`src/rtl/rtc_irq_pkg.sv`:
```
// Package: shared types and helpers of the RTC interrupt unit.
// Assumes an 8-bit host data path and a 4-bit rate-select code.
package rtc_irq_pkg;

    localparam int RATE_W = 4;

    // Sticky event flags in the order they appear in the status byte.
    typedef struct packed {
        logic per;
        logic alm;
        logic upd;
    } evt_flags_t;

    // Divider bit whose rising edge is the periodic event for a rate code; -1 = off.
    function automatic int rate_tap_bit(input logic [RATE_W-1:0] code);
        case (code)
            4'd0:    return -1;
            4'd1:    return 6;
            4'd2:    return 7;
            default: return int'(code) - 2;
        endcase
    endfunction

endpackage

```
`src/rtl/rtc_div_tap.sv`:
```
// Module: binary divider of the base tick with a selectable rising-edge tap.
// Assumes base_tick is a single-cycle strobe. An event is reported in the
// cycle whose tick makes the selected divider bit go from 0 to 1.
module rtc_div_tap
    import rtc_irq_pkg::*;
#(
    parameter int DIV_W = 15
) (
    input  logic              clk,
    input  logic              rst_n,
    input  logic              base_tick,
    input  logic [RATE_W-1:0] rate_sel,
    output logic              per_evt
);

    logic [DIV_W-1:0] div_q;

    // Divider count: advances once per base tick.
    always_ff @(posedge clk) begin
        if (!rst_n)         div_q <= '0;
        else if (base_tick) div_q <= div_q + 1'b1;
    end

    // Tap decode: the next count has the tap bit set and all lower bits clear.
    always_comb begin
        int               tap;
        logic [DIV_W-1:0] nxt;
        logic [DIV_W-1:0] low_mask;
        logic [DIV_W-1:0] tap_mask;
        tap      = rate_tap_bit(rate_sel);
        nxt      = div_q + 1'b1;
        low_mask = '0;
        tap_mask = '0;
        for (int b = 0; b < DIV_W; b++) begin
            if (b < tap)  low_mask[b] = 1'b1;
            if (b == tap) tap_mask[b] = 1'b1;
        end
        per_evt = base_tick && (tap_mask != '0) &&
                  ((nxt & (low_mask | tap_mask)) == tap_mask);
    end

    // the shortest period is several ticks, so events never come back to back.
    p_no_back_to_back_r5: assert property (@(posedge clk) disable iff (!rst_n)
        per_evt |=> !per_evt);

    // with the source switched off, no event is produced.
    p_off_silent_r5: assert property (@(posedge clk) disable iff (!rst_n)
        (rate_sel == '0) |-> !per_evt);

endmodule

```
`src/rtl/rtc_alarm_cmp.sv`:
```
// Module: alarm comparator with per-field wildcard.
// Assumes the time fields are stable while upd_done is high. A field whose
// two top bits are set matches any time value.
module rtc_alarm_cmp #(
    parameter int N_FLD = 3,
    parameter int FLD_W = 8
) (
    input  logic [N_FLD*FLD_W-1:0] alarm_vec,
    input  logic [N_FLD*FLD_W-1:0] time_vec,
    input  logic                   upd_done,
    output logic                   alm_evt
);

    logic [N_FLD-1:0] fld_hit;

    // One comparator per field: exact match or wildcard.
    for (genvar i = 0; i < N_FLD; i++) begin : g_fld
        logic [FLD_W-1:0] a_f;
        logic [FLD_W-1:0] t_f;
        assign a_f        = alarm_vec[i*FLD_W +: FLD_W];
        assign t_f        = time_vec[i*FLD_W +: FLD_W];
        assign fld_hit[i] = (a_f[FLD_W-1 -: 2] == 2'b11) || (a_f == t_f);
    end

    // Event only at the end of an update, when every field hits.
    assign alm_evt = upd_done && (&fld_hit);

    // an alarm event never occurs outside an update strobe.
    always_comb begin
        p_alarm_on_update_r7: assert (!alm_evt || upd_done);
    end

endmodule

```
`src/rtl/rtc_flag_bank.sv`:
```
// Module: sticky event flags with clear-on-read and the summary request.
// Assumes clr_rd is high for one cycle per status read. An event in the
// cycle of the clear wins, so it is not lost.
module rtc_flag_bank
    import rtc_irq_pkg::*;
(
    input  logic       clk,
    input  logic       rst_n,
    input  logic       per_evt,
    input  logic       alm_evt,
    input  logic       upd_evt,
    input  logic       clr_rd,
    input  logic       en_per,
    input  logic       en_alm,
    input  logic       en_upd,
    output evt_flags_t flags,
    output logic       summary
);

    evt_flags_t evt;

    assign evt = '{per: per_evt, alm: alm_evt, upd: upd_evt};

    // Flag state: cleared by reset or read, then new events OR-ed in.
    always_ff @(posedge clk) begin
        if (!rst_n) flags <= '0;
        else        flags <= (clr_rd ? evt_flags_t'('0) : flags) | evt;
    end

    // Summary request from the enabled flags.
    assign summary = (flags.per & en_per) | (flags.alm & en_alm) | (flags.upd & en_upd);

    // an update event during a read survives the clear.
    p_keep_on_clear_r4: assert property (@(posedge clk) disable iff (!rst_n)
        (clr_rd && upd_evt) |=> flags.upd);

    // a read with no event leaves every flag clear.
    p_clear_on_read_r3: assert property (@(posedge clk) disable iff (!rst_n)
        (clr_rd && !per_evt && !alm_evt && !upd_evt) |=> (flags == '0));

    // the periodic flag holds until a read, whatever its enable.
    p_per_sticky_r6: assert property (@(posedge clk) disable iff (!rst_n)
        (flags.per && !clr_rd) |=> flags.per);

endmodule

```
`src/rtl/rtc_irq_unit.sv`:
```
// Module: top of the RTC status and interrupt unit.
// Holds the alarm fields and the control byte, decodes host accesses and
// ties the divider tap, the alarm comparator and the flag bank together.
// Assumes read data is taken in the cycle of reg_rd and that the time
// counter outside supplies cur_time and upd_done.
module rtc_irq_unit
    import rtc_irq_pkg::*;
#(
    parameter int DATA_W = 8,
    parameter int N_ALM  = 3,
    parameter int DIV_W  = 15,
    parameter int ADDR_W = 3
) (
    input  logic                    clk,
    input  logic                    rst_n,
    input  logic                    base_tick,
    input  logic                    upd_done,
    input  logic [N_ALM*DATA_W-1:0] cur_time,
    input  logic [ADDR_W-1:0]       reg_addr,
    input  logic                    reg_wr,
    input  logic                    reg_rd,
    input  logic [DATA_W-1:0]       reg_wdata,
    output logic [DATA_W-1:0]       reg_rdata,
    output logic                    irq_n
);

    localparam logic [ADDR_W-1:0] CTRL_A  = ADDR_W'(N_ALM);
    localparam logic [ADDR_W-1:0] STAT_A  = ADDR_W'(N_ALM + 1);
    localparam logic [ADDR_W-1:0] VALID_A = ADDR_W'(N_ALM + 2);
    localparam int                LOW_W   = DATA_W - 4;

    logic [DATA_W-1:0]       alm_q [N_ALM];
    logic [N_ALM*DATA_W-1:0] alm_flat;
    logic [RATE_W-1:0]       rate_q;
    logic                    en_per_q, en_alm_q, en_upd_q;
    logic                    per_evt, alm_evt, summary, stat_rd;
    evt_flags_t              flags;

    for (genvar i = 0; i < N_ALM; i++) begin : g_flat
        assign alm_flat[i*DATA_W +: DATA_W] = alm_q[i];
    end

    // Host writes to the alarm fields and the control byte.
    always_ff @(posedge clk) begin
        if (!rst_n) begin
            for (int i = 0; i < N_ALM; i++) alm_q[i] <= '0;
            rate_q   <= '0;
            en_per_q <= 1'b0;
            en_alm_q <= 1'b0;
            en_upd_q <= 1'b0;
        end else if (reg_wr) begin
            for (int i = 0; i < N_ALM; i++)
                if (reg_addr == ADDR_W'(i)) alm_q[i] <= reg_wdata;
            if (reg_addr == CTRL_A) begin
                rate_q   <= reg_wdata[RATE_W-1:0];
                en_upd_q <= reg_wdata[4];
                en_alm_q <= reg_wdata[5];
                en_per_q <= reg_wdata[6];
            end
        end
    end

    assign stat_rd = reg_rd && (reg_addr == STAT_A);

    // Host read mux; status and validity are formed from live state.
    always_comb begin
        reg_rdata = '0;
        for (int i = 0; i < N_ALM; i++)
            if (reg_addr == ADDR_W'(i)) reg_rdata = alm_q[i];
        if (reg_addr == CTRL_A)
            reg_rdata = {1'b0, en_per_q, en_alm_q, en_upd_q, rate_q};
        if (reg_addr == STAT_A)
            reg_rdata = {summary, flags.per, flags.alm, flags.upd, {LOW_W{1'b0}}};
        if (reg_addr == VALID_A)
            reg_rdata = {1'b1, {(DATA_W-1){1'b0}}};
    end

    rtc_div_tap #(.DIV_W(DIV_W)) div_i (
        .clk      (clk),
        .rst_n    (rst_n),
        .base_tick(base_tick),
        .rate_sel (rate_q),
        .per_evt  (per_evt)
    );

    rtc_alarm_cmp #(.N_FLD(N_ALM), .FLD_W(DATA_W)) alm_i (
        .alarm_vec(alm_flat),
        .time_vec (cur_time),
        .upd_done (upd_done),
        .alm_evt  (alm_evt)
    );

    rtc_flag_bank flag_i (
        .clk    (clk),
        .rst_n  (rst_n),
        .per_evt(per_evt),
        .alm_evt(alm_evt),
        .upd_evt(upd_done),
        .clr_rd (stat_rd),
        .en_per (en_per_q),
        .en_alm (en_alm_q),
        .en_upd (en_upd_q),
        .flags  (flags),
        .summary(summary)
    );

    assign irq_n = ~summary;

    // the request line agrees with the summary bit seen by the host.
    p_irq_matches_status_r2: assert property (@(posedge clk) disable iff (!rst_n)
        stat_rd |-> (irq_n == !reg_rdata[DATA_W-1]));

    // the reserved low bits of the status byte read as zero.
    p_status_low_zero_r1: assert property (@(posedge clk) disable iff (!rst_n)
        (reg_addr == STAT_A) |-> (reg_rdata[LOW_W-1:0] == '0));

    // every update strobe leaves the update flag set.
    p_update_sets_r8: assert property (@(posedge clk) disable iff (!rst_n)
        upd_done |=> flags.upd);

    // the validity byte never changes.
    p_valid_const_r9: assert property (@(posedge clk) disable iff (!rst_n)
        (reg_addr == VALID_A) |-> (reg_rdata == {1'b1, {(DATA_W-1){1'b0}}}));

endmodule

```
`config.mk`:
```
export PLATFORM = sky130hd
export DESIGN_NAME = rtc_irq_unit
export DESIGN_NICKNAME = d
export VERILOG_FILES = /design/src/rtl/rtc_irq_pkg.sv /design/src/rtl/rtc_div_tap.sv /design/src/rtl/rtc_alarm_cmp.sv /design/src/rtl/rtc_flag_bank.sv /design/src/rtl/rtc_irq_unit.sv
export SDC_FILE = /design/constraint.sdc
export NUM_CORES = 1
export LEC_CHECK = 0
export BUFFER_PORTS_ARGS = -buffer_cell sky130_fd_sc_hd__buf_2
export CORE_MARGIN = 5
export CORE_UTILIZATION = 39
export DETAILED_ROUTE_END_ITERATION = 8
export HOLD_SLACK_MARGIN = 0.08
export PLACE_DENSITY = 0.57
export RECOVER_POWER = 50
export SLEW_MARGIN = 0
export SYNTH_ARGS = -nofsm -noshare
export SYNTH_HDL_FRONTEND = slang
export SYNTH_SLANG_ARGS = --single-unit
```
`constraint.sdc`:
```
create_clock -name clk -period 3.2 [get_ports clk]
set_input_delay 0.32 -clock clk [delete_from_list [all_inputs] [get_ports clk]]
set_output_delay 0.32 -clock clk [all_outputs]
set_load 0.005 [all_outputs]
```
==> results.md <==
- VDD IR max: 0.000151 V
- Die area: 10700 um^2
- Crit Path Max Fanout: 10
- YS warnings: 0
- Final HPWL DP: 6870 um
- P per Cell Area: 378 nW/um^2
- Slowest-stage cell, CP: ha_1
- Setup Skew: 0.00848 ns
- Critical path startpoint: rate_q[1]$_SDFFE_PN0P_
- Final total power: 1.45 mW
- CP Launch Type: flip-flop
- Period utilization: 0.793
- Syn-to-layout area delta: 12.4%
- Wirelength per Cell: 16.6 um
- Max Clk Rate: 0.394 GHz
- Placer Congestion: 0.891
- Number of H-tree levels: 2
- TNS Setup: 0 ns
- GR Util All Layers: 0.165
- Synth top cells by count: nand2_1 (44), and2_1 (26), xnor2_1 (26)
- Crit-path max cell delay: 0.46 ns
- Yosys reg bits: 49
- Max_cap viols: 0
- RR Endpoint: flag_i.flags[2]$_SDFF_PN0_
- GRT Residual Overflow: 0
- Reg2reg path depth: 9
- Final hold vios: 0
- Top-count cell post-synth: nand2_1
- Syn_area_per_cell: 9.02 um^2
- Via count: 2852
- Placed Cells: 516
- Core Footprint: 8590 um^2
- Top-area cell type share of the netlist area: 0.212
- Netlist cell types: 62
- Diode count: 0
- Via/cell ratio: 5.44
- Inserted Clock Buffers: 5
- Setup CP Type: flip-flop to flip-flop
- Number of cells on the worst hold path: 3
- Finished Layout Cells: 524
- Worst reg2reg setup slack: 0.66 ns
- Initial antenna violation count: 0
- Number of global-route vias before repair: 2711
- Post-CTS resize count: 0
- Nets@finish: 458
- Clk sinks: 49
- Clock Latency Late Sink: 0.30 ns
- Largest cells by area after synthesis: edfxtp_1 (21%), dfxtp_1 (15%), xnor2_1 (6.7%)
- Port bufs: 49
- CTS Buffer Depth: 2
- Hold slack: 0.259 ns
- RR Startpoint: rate_q[1]$_SDFFE_PN0P_
- Routed Antenna Nets: 0
- Share of layout cells above drive strength 1: 0.185
- Post-CTS setup buffer count: 0
- Crit end category: flip-flop
- Hold Path Class: input pin to flip-flop
- EDFF count, synth: 24
- Synth Flop Type: dfxtp_1
- Critical Path Most Common Cell: inv_1
- Area leader, netlist: edfxtp_1
- Slew margin rel.: 0.407
- Die H: 103 um
- Clock-pin slew on the worst setup and hold paths: 0.10 ns
- Max Transition Viols Final: 0
- CP delay by family, top: compound AO/OA/AOI/OAI gates
- Die X: 103 um
- Fill cell count: 878
- Critical path cell sequence: inv_1 > ha_1 > inv_1 > a32o_1 > o21ai_1 > o21bai_1 > a2111oi_0 > or4_1 > o31ai_2
- Area of the multi-input gates: 2010 um^2
- Synthesized area: 3400 um^2
- Fraction of registers with async set or reset after synthesis: 0
- Status: finished, final reports clean
- Largest net degree at the start of global routing: 31
- Register area: 1220 um^2
- Cells after Synth: 377
- Cts hold-fix bufs: 0
- First-pass GRT wire length: 13800 um
- Final setup viols: 0
- RSZ-0062 raised after global routing: no
- CP arrival: 2.76 ns
- Hold endpoint: rate_q[3]$_SDFFE_PN0P_
- First-pass DRT Iterations: 4
- Seq/Total Area, Yosys: 0.359
- Req. time, crit path: 3.42 ns
- Leakage power: 1.37 nW
- CTS tree: yes
- Initial DRC Count: 164
- Hold Crit Start: reg_wdata[3]
- Post-Route WL: 8690 um
- Min Tclk post-route: 2.54 ns
- Row count: 34
- Post-synth net total: 420
- Clk root buf: clkbuf_8
- Buf/Inv on CP: 2
- Slew @ Worst Pin: 0.889 ns
- Num ports: 50
- # DRC: 0
- Initial core utilization: 0.396
==> sequential cells by signal, summed over array words and instances, names as in the netlist <==
register,cells
alm_q,24
div_i.div_q,15
rate_q,4
flag_i.flags,3
en_alm_q,1
en_per_q,1
en_upd_q,1
==> cells in the final DEF, fill, tap and decap left out, types with 3 or more instances in the layout <==
cell type  count
xnor2_1       26
nor4_1         8
o21ai_0        9
buf_4          4
o21ai_1        4
a21oi_1       11
clkbuf_8       5
or3_1          5
nand4_1        8
nor3_1         8
nor2_1        22
mux4_2         7
a21boi_0       9
a22oi_1        4
and2_0         3
and2_1        23
and3_1         5
clkbuf_1       3
edfxtp_1      24
or2_1          3
inv_1          9
nor2b_1        6
nand3_1       16
xor2_1        22
mux2i_1        3
o22ai_1        3
nand2_1       44
dfxtp_1       25
buf_2         48
a21o_1         4
==> area by class of cell <==
class / count / share of cell area
Multi-Input combinational cell: 295 / 0.527
Sequential cell: 49 / 0.319
Timing Repair Buffer: 55 / 0.0736
Tap cell: 108 / 0.0354
Clock buffer: 5 / 0.0180
Clock inverter: 3 / 0.0180
Inverter: 9 / 0.00884
==> routing by layer <==
layer / GRT usage / vias to the layer above / wire [um]
met5: 0 / - / 0
met4: 0.0588 / 0 / 133
met3: 0.0241 / 10 / 503
met2: 0.290 / 79 / 4330
met1: 0.206 / 1332 / 3720
li1: - / 1431 / -
==> power by group <==
part | switching (mW) | internal, mW
Sequential | 0.0261 | 0.688
Clock | 0.225 | 0.315
Combinational | 0.101 | 0.0906
Total | 0.352 | 1.09
==> worst max-delay path by stage <==
stage,cells after the start,endpoint,slack [ns]
floorplan,9,flag_i.flags[2]$_SDFF_PN0_,0.75
global placement,9,flag_i.flags[2]$_SDFF_PN0_,0.71
detailed placement,8,flag_i.flags[2]$_SDFF_PN0_,0.71
CTS,8,flag_i.flags[2]$_SDFF_PN0_,0.68
global route,8,flag_i.flags[2]$_SDFF_PN0_,0.52
finish,9,flag_i.flags[2]$_SDFF_PN0_,0.66
==> worst register-to-register path, stage by stage (launching register included) <==
cell and delay, ns:
dfxtp_1 0.34, inv_1 0.06, ha_1 0.46, inv_1 0.18
a32o_1 0.25, o21ai_1 0.29, o21bai_1 0.17, a2111oi_0 0.11
or4_1 0.42, o31ai_2 0.18
==> cell families (layout without fill, tap and decap cells) <==
group,Yosys count,count (layout),share of synthesized area
muxes,10,10,0.0552
adders and majority gates,2,2,0.00736
and+or+nand+nor,166,166,0.260
AOI/OAI and AO/OA,68,68,0.138
DFF,49,49,0.359
xor gates and xnor gates,49,49,0.132
buffers and inverters,33,72,0.0486
==> through the flow <==
step           area (um^2)   util  worst slack, ns
2_1_floorplan         3400      -            0.750
3_3_place_gp          3690  0.430            0.709
3_5_place_dp          3690  0.430            0.710
4_1_cts               3830  0.446            0.676
5_1_grt               3820  0.445            0.522
6_report              3820  0.445            0.661
(Power assumes the default switching activity.)
